**config.mk**
```make
export PLATFORM = sky130hd
export DESIGN_NAME = dbg_access_engine
export DESIGN_NICKNAME = d
export VERILOG_FILES = /design/src/rtl/dbgacc_pkg.sv /design/src/rtl/dbgacc_lanes.sv /design/src/rtl/dbgacc_fsm.sv /design/src/rtl/dbg_access_engine.sv
export SDC_FILE = /design/constraint.sdc
export NUM_CORES = 1
export LEC_CHECK = 0
export ABC_AREA = 1
export BUFFER_PORTS_ARGS = -buffer_cell sky130_fd_sc_hd__clkbuf_2
export CAP_MARGIN = 20
export CORE_MARGIN = 1
export CORE_UTILIZATION = 35
export DETAILED_ROUTE_END_ITERATION = 10
export MAX_ROUTING_LAYER = met4
export PLACE_DENSITY = 0.54
export SYNTH_ARGS = -nofsm -noshare
export SYNTH_HDL_FRONTEND = slang
export SYNTH_SLANG_ARGS = --single-unit
```
**constraint.sdc**
```tcl
create_clock -name clk -period 4.3 [get_ports clk]
set_input_delay 0.215 -clock clk [delete_from_list [all_inputs] [get_ports clk]]
set_output_delay 0.215 -clock clk [all_outputs]
set_load 0.02 [all_outputs]
```
**src/rtl/dbgacc_pkg.sv**
```systemverilog
package dbgacc_pkg;

    typedef enum logic [1:0] {
        S_IDLE,
        S_ARB,
        S_XFER,
        S_HOLD
    } acc_state_e;

    localparam logic [1:0] SEL_ADDR = 2'd0;
    localparam logic [1:0] SEL_CTRL = 2'd1;
    localparam logic [1:0] SEL_DATA = 2'd2;

    localparam logic [2:0] SZ_BYTE = 3'd0;
    localparam logic [2:0] SZ_HALF = 3'd1;
    localparam logic [2:0] SZ_WORD = 3'd2;

    localparam int CW_START   = 31;
    localparam int CW_MAP_LSB = 28;
    localparam int CW_PRI_LSB = 26;
    localparam int CW_RW      = 25;
    localparam int CW_SZ_LSB  = 22;
    localparam int CW_CNT_LSB = 6;
    localparam int CW_DV      = 1;
    localparam int CW_ERR     = 0;

    function automatic logic size_legal(input logic [2:0] sz);
        return sz <= SZ_WORD;
    endfunction

    function automatic logic [2:0] size_bytes(input logic [2:0] sz);
        logic [2:0] n;
        unique case (sz)
            SZ_BYTE: n = 3'd1;
            SZ_HALF: n = 3'd2;
            default: n = 3'd4;
        endcase
        return n;
    endfunction

endpackage

```
**src/rtl/dbgacc_lanes.sv**
```systemverilog
module dbgacc_lanes
    import dbgacc_pkg::*;
(
    input  logic [2:0]  sz,
    input  logic [1:0]  lo,
    input  logic [31:0] src,
    input  logic [31:0] rd_bus,
    output logic [3:0]  be,
    output logic [31:0] wr_bus,
    output logic [31:0] rd_ext
);

    localparam int LANES = 4;

    logic [7:0] byte_sel;
    logic [15:0] half_sel;

    // one byte lane picked by the low address bits
    always_comb begin
        byte_sel = rd_bus[7:0];
        for (int i = 0; i < LANES; i++) begin
            if (lo == 2'(i)) byte_sel = rd_bus[8*i +: 8];
        end
        half_sel = lo[1] ? rd_bus[31:16] : rd_bus[15:0];
    end

    always_comb begin
        unique case (sz)
            SZ_BYTE: begin
                be     = 4'b0001 << lo;
                wr_bus = {LANES{src[7:0]}};
                rd_ext = {24'b0, byte_sel};
            end
            SZ_HALF: begin
                be     = lo[1] ? 4'b1100 : 4'b0011;
                wr_bus = {2{src[15:0]}};
                rd_ext = {16'b0, half_sel};
            end
            default: begin
                be     = 4'b1111;
                wr_bus = src;
                rd_ext = rd_bus;
            end
        endcase
    end

endmodule

```
**src/rtl/dbgacc_fsm.sv**
```systemverilog
module dbgacc_fsm
    import dbgacc_pkg::*;
(
    input  logic       clk,
    input  logic       rst_n,
    input  logic       launch,
    input  logic       launch_rw,
    input  logic       rw_q,
    input  logic       data_rd,
    input  logic       data_wr,
    input  logic       bus_gnt,
    input  logic       bus_ack,
    input  logic       bus_err,
    input  logic       last,
    output acc_state_e st,
    output logic       bus_req,
    output logic       done_ok,
    output logic       done_fault
);

    acc_state_e st_d;

    always_ff @(posedge clk or negedge rst_n) begin
        if (!rst_n) st <= S_IDLE;
        else        st <= st_d;
    end

    always_comb begin
        st_d = st;
        unique case (st)
            S_IDLE: if (launch) st_d = launch_rw ? S_HOLD : S_ARB;
            S_ARB:  if (bus_gnt) st_d = S_XFER;
            S_XFER: begin
                if (bus_err)      st_d = S_IDLE;
                else if (bus_ack) st_d = last ? S_IDLE : S_HOLD;
            end
            S_HOLD: begin
                if (rw_q ? data_wr : data_rd) st_d = S_ARB;
            end
            default: st_d = S_IDLE;
        endcase
    end

    always_comb begin
        bus_req    = (st == S_ARB) || (st == S_XFER);
        done_ok    = (st == S_XFER) && bus_ack && !bus_err;
        done_fault = (st == S_XFER) && bus_err;
    end

endmodule

```
**src/rtl/dbg_access_engine.sv**
```systemverilog
module dbg_access_engine
    import dbgacc_pkg::*;
#(
    parameter int ADDR_W = 32,
    parameter int CNT_W  = 16
) (
    input  logic              clk,
    input  logic              rst_n,
    input  logic [1:0]        reg_sel,
    input  logic              reg_wr,
    input  logic              reg_rd,
    input  logic [31:0]       reg_wdata,
    output logic [31:0]       reg_rdata,
    output logic              bus_req,
    input  logic              bus_gnt,
    output logic [ADDR_W-1:0] bus_addr,
    output logic              bus_we,
    output logic [3:0]        bus_be,
    output logic [31:0]       bus_wdata,
    input  logic [31:0]       bus_rdata,
    input  logic              bus_ack,
    input  logic              bus_err,
    output logic [2:0]        bus_map,
    output logic [1:0]        bus_pri
);

    localparam logic [CNT_W-1:0] CNT_ONE = CNT_W'(1);

    logic [ADDR_W-1:0] addr_q;
    logic [31:0]       data_q;
    logic [2:0]        map_q;
    logic [1:0]        pri_q;
    logic              rw_q;
    logic [2:0]        sz_q;
    logic [CNT_W-1:0]  cnt_q;
    logic              blk_q;
    logic              start_q;
    logic              dv_q;
    logic              err_q;

    acc_state_e st;
    logic       done_ok, done_fault;

    // decoded debugger requests
    logic             idle, wr_addr, wr_ctrl, wr_data, rd_data;
    logic             go_start, go_legal, launch, last;
    logic [CNT_W-1:0] wr_cnt;
    logic [2:0]       wr_sz;
    logic [31:0]      lane_rd;
    logic [31:0]      ctrl_word;
    logic             unused_low_bits;

    assign idle     = (st == S_IDLE);
    assign wr_addr  = reg_wr && (reg_sel == SEL_ADDR);
    assign wr_ctrl  = reg_wr && (reg_sel == SEL_CTRL);
    assign wr_data  = reg_wr && (reg_sel == SEL_DATA);
    assign rd_data  = reg_rd && (reg_sel == SEL_DATA);
    assign wr_cnt   = reg_wdata[CW_CNT_LSB +: CNT_W];
    assign wr_sz    = reg_wdata[CW_SZ_LSB +: 3];
    assign go_start = idle && wr_ctrl && reg_wdata[CW_START];
    assign go_legal = size_legal(wr_sz);
    assign launch   = go_start && go_legal;
    assign last     = (cnt_q == CNT_ONE);
    assign unused_low_bits = ^reg_wdata[CW_CNT_LSB-1:0];

    dbgacc_fsm u_fsm (
        .clk        (clk),
        .rst_n      (rst_n),
        .launch     (launch),
        .launch_rw  (reg_wdata[CW_RW]),
        .rw_q       (rw_q),
        .data_rd    (rd_data),
        .data_wr    (wr_data),
        .bus_gnt    (bus_gnt),
        .bus_ack    (bus_ack),
        .bus_err    (bus_err),
        .last       (last),
        .st         (st),
        .bus_req    (bus_req),
        .done_ok    (done_ok),
        .done_fault (done_fault)
    );

    dbgacc_lanes u_lanes (
        .sz     (sz_q),
        .lo     (addr_q[1:0]),
        .src    (data_q),
        .rd_bus (bus_rdata),
        .be     (bus_be),
        .wr_bus (bus_wdata),
        .rd_ext (lane_rd)
    );

    always_ff @(posedge clk or negedge rst_n) begin
        if (!rst_n) begin
            addr_q  <= '0;
            data_q  <= '0;
            map_q   <= '0;
            pri_q   <= '0;
            rw_q    <= 1'b0;
            sz_q    <= '0;
            cnt_q   <= '0;
            blk_q   <= 1'b0;
            start_q <= 1'b0;
            dv_q    <= 1'b0;
            err_q   <= 1'b0;
        end else begin
            if (idle) begin
                if (wr_addr) addr_q <= reg_wdata[ADDR_W-1:0];
                if (wr_data) data_q <= reg_wdata;
                if (wr_ctrl) begin
                    map_q <= reg_wdata[CW_MAP_LSB +: 3];
                    pri_q <= reg_wdata[CW_PRI_LSB +: 2];
                    rw_q  <= reg_wdata[CW_RW];
                    sz_q  <= wr_sz;
                    cnt_q <= wr_cnt;
                end
                if (go_start) begin
                    dv_q <= 1'b0;
                    if (go_legal) begin
                        start_q <= 1'b1;
                        err_q   <= 1'b0;
                        blk_q   <= (wr_cnt > CNT_ONE);
                        if (wr_cnt == '0) cnt_q <= CNT_ONE;
                    end else begin
                        err_q <= 1'b1;
                    end
                end
            end
            if (st == S_HOLD) begin
                if (rw_q && wr_data) begin
                    data_q <= reg_wdata;
                    dv_q   <= 1'b0;
                end
                if (!rw_q && rd_data) dv_q <= 1'b0;
            end
            if (done_fault) begin
                err_q   <= 1'b1;
                dv_q    <= 1'b0;
                start_q <= 1'b0;
            end
            if (done_ok) begin
                if (!rw_q) data_q <= lane_rd;
                if (blk_q) addr_q <= addr_q + ADDR_W'(size_bytes(sz_q));
                cnt_q <= cnt_q - CNT_ONE;
                if (last) begin
                    start_q <= 1'b0;
                    dv_q    <= !(blk_q && rw_q);
                end else begin
                    dv_q <= 1'b1;
                end
            end
        end
    end

    always_comb begin
        ctrl_word = '0;
        ctrl_word[CW_START]               = start_q;
        ctrl_word[CW_MAP_LSB +: 3]        = map_q;
        ctrl_word[CW_PRI_LSB +: 2]        = pri_q;
        ctrl_word[CW_RW]                  = rw_q;
        ctrl_word[CW_SZ_LSB +: 3]         = sz_q;
        ctrl_word[CW_CNT_LSB +: CNT_W]    = cnt_q;
        ctrl_word[CW_DV]                  = dv_q;
        ctrl_word[CW_ERR]                 = err_q;
    end

    always_comb begin
        unique case (reg_sel)
            SEL_ADDR: reg_rdata = 32'(addr_q);
            SEL_CTRL: reg_rdata = ctrl_word;
            SEL_DATA: reg_rdata = data_q;
            default:  reg_rdata = '0;
        endcase
    end

    assign bus_addr = addr_q;
    assign bus_we   = rw_q;
    assign bus_map  = map_q;
    assign bus_pri  = pri_q;

endmodule

```
# After elaboration in Yosys (flattened, before gate mapping)
# Cells that the tools add are included.
[word_totals] ff_bits=95 latch_bits=0 ramBits=0 romBits=0 word_cells=114 n_memories=0
[op_classes] addsub=2 n_mul=0 n_div=0 n_lt_le_gt_ge=2 eq_ne=14 n_shift=1 n_mux=55 n_bitwise=0 n_reduce_logical=28
[ops] op="$mux 32" n=10
[ops] op="$pmux 32 s2" n=2
[ops] op="$mux 16" n=7
[ops] op="$pmux 32 s3" n=1
[ops] op="$add 32x3->32" n=1
[ops] op="$mux 8" n=3
[ops] op="$mux 1" n=19
[ops] op="$eq 16x1->1 const B" n=1
[ops] op="$gt 16x1->1 const B" n=1
[ops] op="$logic_not 16->1" n=1
[ops] op="$sub 16x1->16 const B" n=1
[ops] op="$mux 2" n=7
[ops] op="$logic_and 1x1->1" n=13
[ops] op="$eq 2x2->1 const B" n=5
[ops] op="$pmux 2 s4" n=1
[ops] op="$pmux 4 s2" n=1
[ops] op="$eq 2x1->1 const B" n=3
[ops] op="$mux 3" n=2
[ops] op="$pmux 3 s2" n=1
[ops] op="$reduce_bool 2->1" n=3
[ops] op="$logic_not 2->1" n=2
[ops] op="$mux 4" n=1
[ops] op="$ne 2x1->1 const B" n=2
[ops] op="$reduce_and 2->1" n=2
[ops] op="10 further kinds" n=12

# Longest topological paths before layout
# Gate-level depths: netlist (run 1).
[logic_depth] ltp_word=11 ltp_mapped=17 ltp_nobuf=16

# Hierarchy
# From an unflattened synthesis (run 1), not the netlist that was laid out.
[unflattened] hier_cells=1284 hier_area_um2=8090.3
[modules_own_cells] mod="dbg_access_engine" instances=1 cells_each=977 area_per_inst_um2=6648.9
[modules_own_cells] mod="dbgacc_lanes" instances=1 cells_each=261 area_per_inst_um2=1174.9
[modules_own_cells] mod="dbgacc_fsm" instances=1 cells_each=46 area_per_inst_um2=266.5

# Least setup slack after synthesis (run 1)
# Ideal clock, no wire load.
[synth_timing] path_type="register -> register" startpoint="register sz_q[1]" endpoint="register addr_q[30] (netlist: bus_addr[30])" setup_ps=119 arrival_time_ps=2433 t_required_ps=4181 slack_ps=1748 stages_incl_launch_ff=18 period_less_slack_ps=2552 path_cell_list="dfrtp_1 -> inv_1 -> nand2_1 -> nor2_4 -> clkbuf_1 -> ha_1 -> inv_1 -> fa_1 -> inv_1 -> nand3_1 -> nand2_1 -> nand2_1 -> nor2_2 -> nand2_1 -> nand2_1 -> nand2_1 -> nor2_1 -> nor2_1"
[synth_between] elab_chain_len=7 word_cells_on_any_way=8 cone_classes="1 x add/sub; 1 x eq/ne; 5 x mux; 1 x reduce/logical"
[synth_lines] element="from (decl)" line_no="dbg_access_engine.sv:34" text="logic [2:0] sz_q;"
[synth_lines] element="from (signal assigned)" line_no="dbg_access_engine.sv:115" text="sz_q <= wr_sz;"
[synth_lines] element="$eq 3x1->1 or $logic_not 3->1 (tied branches)" line_no="dbgacc_pkg.sv:33" text="unique case (sz)"
[synth_lines] element="$pmux 3 s2 (*)" line_no="dbgacc_pkg.sv:33"
[synth_lines] element="$mux 3 (*)" line_no="dbg_access_engine.sv:144" text="if (blk_q) addr_q <= addr_q + ADDR_W'(size_bytes(sz_q));"
[synth_lines] element="$mux 3 (*)" line_no="dbg_access_engine.sv:142" text="if (done_ok) begin"
[synth_lines] element="$add 32x3->32 (*)" line_no="dbg_access_engine.sv:144"
[synth_lines] element="$mux 32 (*)" line_no="dbg_access_engine.sv:144"
[synth_lines] element="$mux 32 (*)" line_no="dbg_access_engine.sv:142"
[synth_lines] element="to (signal assigned)" line_no="dbg_access_engine.sv:109" text="if (wr_addr) addr_q <= reg_wdata[ADDR_W-1:0];"
[synth_lines] element="to (signal assigned)" line_no="dbg_access_engine.sv:144"
[synth_lines] element="to (decl)" line_no="dbg_access_engine.sv:29" text="logic [ADDR_W-1:0] addr_q;"
# Every way passes the cells marked *; elsewhere a longest branch is shown, timed or not. The select of a mux whose other input is x is not followed.
# A chain may end at the register's enable or synchronous reset.

# Worst setup path after layout (run 1)
[layout_timing] startpoint="register sz_q[1]" endpoint="register addr_q[16] (netlist: bus_addr[16])"
# The elaborated chain is that of the path after synthesis.

==> results of run 1 <==
[per-stage QoR]
stage               power (mW)  cell area [um^2]  hold WS, ns  std cells
floorplan                 4.24              7390      -0.0806       1154
global placement          5.65              8430        0.406       1557
detailed placement        5.66              8430        0.414       1557
CTS                       6.62              8760       0.0256       1572
global route              7.11              8760       0.0439       1572
finish                    6.65              8760      -0.0229       1572
[critical path: stages (launching register included)]
cell and delay, ns:
dfrtp_1 0.39, inv_1 0.09, nand2_1 0.37, nor2_4 0.21, ha_1 0.24, inv_1 0.07, fa_1 0.40, inv_1 0.07
nand3_1 0.06, nand2_1 0.22, nand2_1 0.13, inv_1 0.14, nand3_1 0.10, nand2_1 0.07, nand2_1 0.05, nor2_1 0.10
nor2_1 0.05
[where the power goes]
part | internal (mW) | leakage (nW) | total [mW] | switching [mW]
registers | 1.32 | 1.11 | 1.94 | 0.621
logic | 1.14 | 3.06 | 3.76 | 2.61
clock network | 0.569 | 0.159 | 0.954 | 0.385
[cells in the mapped netlist (5+ instances only)]
master    number  area [um^2]
clkbuf_1      20         75.1
dfrtp_1       95         2380
nor2_1       131          492
inv_2          9         33.8
nor3_1         5         25.0
inv_1        142          533
o211ai_1      22          165
o22ai_1       11         68.8
o21a_1         5         37.5
nand3_1       81          405
o221ai_1      35          307
o21ai_0      132          661
a21oi_1       63          315
a31oi_1        6         37.5
o21ai_1       12         60.1
nor2_2         8         50.1
buf_2         22          110
nand2_1      291         1090
ha_1          12          150
buf_4         10         75.1
[flip-flops by register name, summed over array words and instances, names as in the netlist]
name / count
start_q: 1
bus_pri: 2
bus_we: 1
cnt_q: 16
u_fsm.st: 2
dv_q: 1
bus_map: 3
bus_addr: 32
sz_q: 3
data_q: 32
err_q: 1
blk_q: 1
[cells by family (layout without fill, tap and decap cells)]
family | after synthesis | after routing | share of synthesized area, %
adders and majority gates | 13 | 13 | 2.30
AOI/OAI and AO/OA | 297 | 297 | 23.5
and+or+nand+nor | 538 | 538 | 30.2
buffers and inverters | 208 | 356 | 11.5
xor gates and xnor gates | 3 | 3 | 0.356
DFF | 95 | 95 | 32.2
[path summary, 6_finish.rpt]
path / from / end / slack (ns) / cells past startpoint
worst max-delay path: sz_q[1] / bus_addr[16] / 1.43 / 16
worst min-delay path: rst_n / data_q[9] / -0.02 / 1
worst max register to register: sz_q[1] / bus_addr[16] / 1.43 / 16
worst min register to register: bus_map[1] / bus_map[1] / 0.52 / 2
max in group asynchronous: rst_n / bus_addr[18] / 3.31 / 2
min in group clk: bus_rdata[24] / data_q[8] / 0.10 / 3
[routing by layer]
| layer | wire length [um] | track usage, % |
|---|---|---|
| met1 | 14500 | 42.2 |
| met2 | 15000 | 48.0 |
| met3 | 2580 | 5.43 |
| met4 | 987 | 9.69 |
| met5 | 0 | - |
[cell type report]
cell class	instances	area share (%)
sequential	95	27.1
tap	270	3.86
clock buffer	10	2.61
inverter	152	6.51
multi-input combinational	851	47.6
clock inverter	5	1.21
timing repair buffer	189	11.1
==> metrics.yaml, run 1 <==
htreeDepth: 3
grt_antenna_before_repair: 0
dpl_worst_slack_ns: 1.49
final_core_util_pct: 42.7
violations: "hold timing"
regArea_um2: 2380
grt_pass1_vias: 7848
yosys_warnings: 0
die-area_um2: 21700
crit_type: "reg2reg"
fin_crit_ns: 2.87
synth_area_per_cell_um2: 6.40
layout_commonest_cell: "nand2_1"
synthArstFlopShare_pct: 100
dp_hpwl_um: 25500
layout-area-overhead-vs-synth_pct: 18.6
clk_pin_slew_ns: 0.07
cts_hold_buffers: 0
syn_nets: 1240
cts_resized: 0
cts_buffer_depth: 2
first_iter_violations: 735
vdd_drop_max_mv: 0.323
num_antenna_cells: 0
power_density_nw_per_um2: 759
ant_nets: 0
status: "finished, violations left"
fmax_mhz: 348
vias: 8651
final_hold_viol_count: 9
die_x_um: 147
layout_setup_ws_ns: 1.43
grt_max_degree: 67
drive_gt1_share_pct: 17.8
fin_tns_setup_ns: 0
postCtsSetupBuffers: 0
max_slew_margin_pct: 33.6
avgRoutedWirePerCell_um: 21.1
crit_required_ns: 4.55
synthCells: 1154
drv_slew: 0
grt_pass1_wl_um: 48900
syn_area_um2: 7390
dr.pass1.iters: 6
grt-ovfl-total: 0
worstPathArrival_ns: 3.12
final.setup_skew_ns: 0.00636
layout_common_cells: "nand2_1 (291), clkbuf_2 (178), inv_1 (142)"
end_kind: "flop"
nFillCells: 2241
worstMarginPinSlew_ns: 0.992
start_util_pct: 36.1
cp_max_fo: 13
gp_congestion: 0.974
clockRootBuffer: "clkbuf_16"
synth_ff_type: "dfrtp_1"
drc_errors: 0
hold_class: "in2async"
vias_per_cell: 5.50
drt_wl_total_um: 33100
fin_nets: 1384
period_share_pct: 66.8
cts_tree: "yes"
rows: 52
synth_edf_count: 0
drv_cap: 0
cts_sinks: 95
grtUsageTotal_pct: 31.4
ys_seq_elements: 95
setup_viol: 0
synth_cell_types: 40
core_um2: 20500
fin_hold_ws_ns: -0.0229
rsz0062_at_grt: "false"
die_h_um: 147
p_leak_nw: 4.33
numPortBuffers: 179
ys_seq_area_share_pct: 32.2
multi_input_area_um2: 4170
start_kind: "flop"
cts_buffers: 9
clkLatencyLatePin_ns: 0.36
io_pins: 180
Power figures use the tool's default switching activity.
==> inputs of run 2 (changes only) <==
- PLACE_DENSITY: 0.54 -> 0.56
- clock period: 4.3 -> 2.61 ns (I/O delays scaled with it)
==> run 2 against run 1 <==
Compared with the run above:
- the run now ends clean
- worst setup slack lost 1.2 ns
- utilization grew 0.96 points
- highest routed layer unchanged
- flip-flop and latch count is the same
==> metrics.yaml, run 2 (synthesized netlist as in run 1, its figures left out) <==
fin_crit_ns: 2.40
critPathSlowestCell: "dfrtp_1"
layout_commonest_cell: "nand2_1"
grt_use_met1_pct: 43.0
status: "complete, no violations"
worstPathArrival_ns: 2.64
die_x_um: 147
start_util_pct: 36.1
vias_per_cell: 5.51
final_core_util_pct: 43.7
max_slew_margin_pct: 59.8
grt_pass1_wl_um: 49800
gp_congestion: 0.971
worstMarginPinSlew_ns: 0.601
num_antenna_cells: 0
dr.pass1.iters: 6
io_pins: 180
end_kind: "flop"
ant_nets: 0
grt_pass1_vias: 8034
final_hold_viol_count: 0
use_met2_pct: 48.0
setup_viol: 0
final.setup_skew_ns: 0.00636
drt_wl_total_um: 33400
fmax_mhz: 417
drv_cap: 0
cts_sinks: 95
vdd_drop_max_mv: 0.544
crit_type: "reg2reg"
first_iter_violations: 798
critPathMaxStageDelay_ns: 0.39
grtUsageTotal_pct: 31.7
grt_max_degree: 35
hold_class: "in2reg"
power_density_nw_per_um2: 1230
grt-ovfl-total: 0
start_kind: "flop"
clkLatencyLatePin_ns: 0.36
clk_pin_slew_ns: 0.07
cp_common_cell: "nand2_1"
nFillCells: 2237
fin_nets: 1406
numPortBuffers: 179
rows: 52
cts_buffer_depth: 2
vias: 8789
crit_required_ns: 2.85
period_share_pct: 91.9
path_cells: "inv_1, nand2_1, nor2_4, ha_1, inv_1, fa_1, inv_1, nand3_1, nand2_1, nand2_1, nor2_4, nand2_1, nand2_1, nand2_1, nor2_1, nor2_1"
drive_gt1_share_pct: 19.2
cts_tree: "yes"
cts_buffers: 9
postCtsSetupBuffers: 0
grt_antenna_before_repair: 0
clockRootBuffer: "clkbuf_16"
p_leak_nw: 4.44
avgRoutedWirePerCell_um: 20.9
htreeDepth: 3
dp_hpwl_um: 26200
fin_tns_setup_ns: 0
layout-area-overhead-vs-synth_pct: 21.2
die-area_um2: 21700
rsz0062_at_grt: "false"
core_um2: 20500
layout_common_cells: "nand2_1 (291), clkbuf_2 (178), inv_1 (142)"
die_h_um: 147
cp_max_fo: 6
drc_errors: 0
drv_slew: 0
gr-usage-met3_pct: 4.47
top_usage_layer: "met2"
[run 2: worst paths after layout]
| kind | cells after the start | slack, ns | startpoint | to |
|---|---|---|---|---|
| worst min register to register | 2 | 0.52 | bus_map[1] | bus_map[1] |
| max in group asynchronous | 3 | 1.65 | rst_n | bus_addr[28] |
| min in group asynchronous | 2 | 0.26 | rst_n | data_q[9] |
| worst min-delay path | 3 | 0.02 | bus_rdata[17] | data_q[17] |
| worst max-delay path | 16 | 0.21 | sz_q[1] | bus_addr[30] |
| worst max register to register | 16 | 0.21 | sz_q[1] | bus_addr[30] |
[run 2: through the flow]
stage               hold slack [ns]  instance area (um^2)  power (mW)  cells  setup WS, ns
floorplan                    -0.165                  7390        6.99   1154        0.0575
global placement              0.109                  8620        9.40   1578         0.228
detailed placement            0.102                  8620        9.43   1578         0.210
CTS                          0.0155                  8950        10.9   1594         0.182
global route                 0.0387                  8960        11.7   1594        0.0115
finish                       0.0217                  8960        11.0   1594         0.212
[run 2: what timing repair did]
action / CTS / global route
resized for setup: 0 / 1
hold endpoints to repair: 24 / 0
hold buffers: 1 / 0
endpoints found under the setup margin: 0 / 2
[run 2: power by group]
group	total (mW)	leakage, nW	internal (mW)	switching (mW)
clock	1.51	0.159	0.865	0.644
sequential	3.13	1.11	2.17	0.954
combinational	6.36	3.17	1.99	4.37
[run 2: critical path, delay by kind of cell, from the launching register on]
family / cells / cell delay, ns
adders and majority gates: 2 / 0.59
buffers and inverters: 3 / 0.23
DFF: 1 / 0.39
and+or+nand+nor: 11 / 1.06
[run 2: final cells by class]
class                   instances  area [um^2]  area share, %
flip-flops and latches         95         2380           26.5
multi-input cells             851         4170           46.6
clock inverters                 5         82.6          0.922
inverters                     152          571           6.37
well taps                     270          338           3.77
clock buffers                  10          239           2.67
repair buffers                211         1180           13.2
[run 2: layer usage]
layer  part of all wire (%)  wire (um)
met5                      0          0
met4                    3.1       1050
met3                    7.4       2480
met2                     45      15200
met1                     44      14700
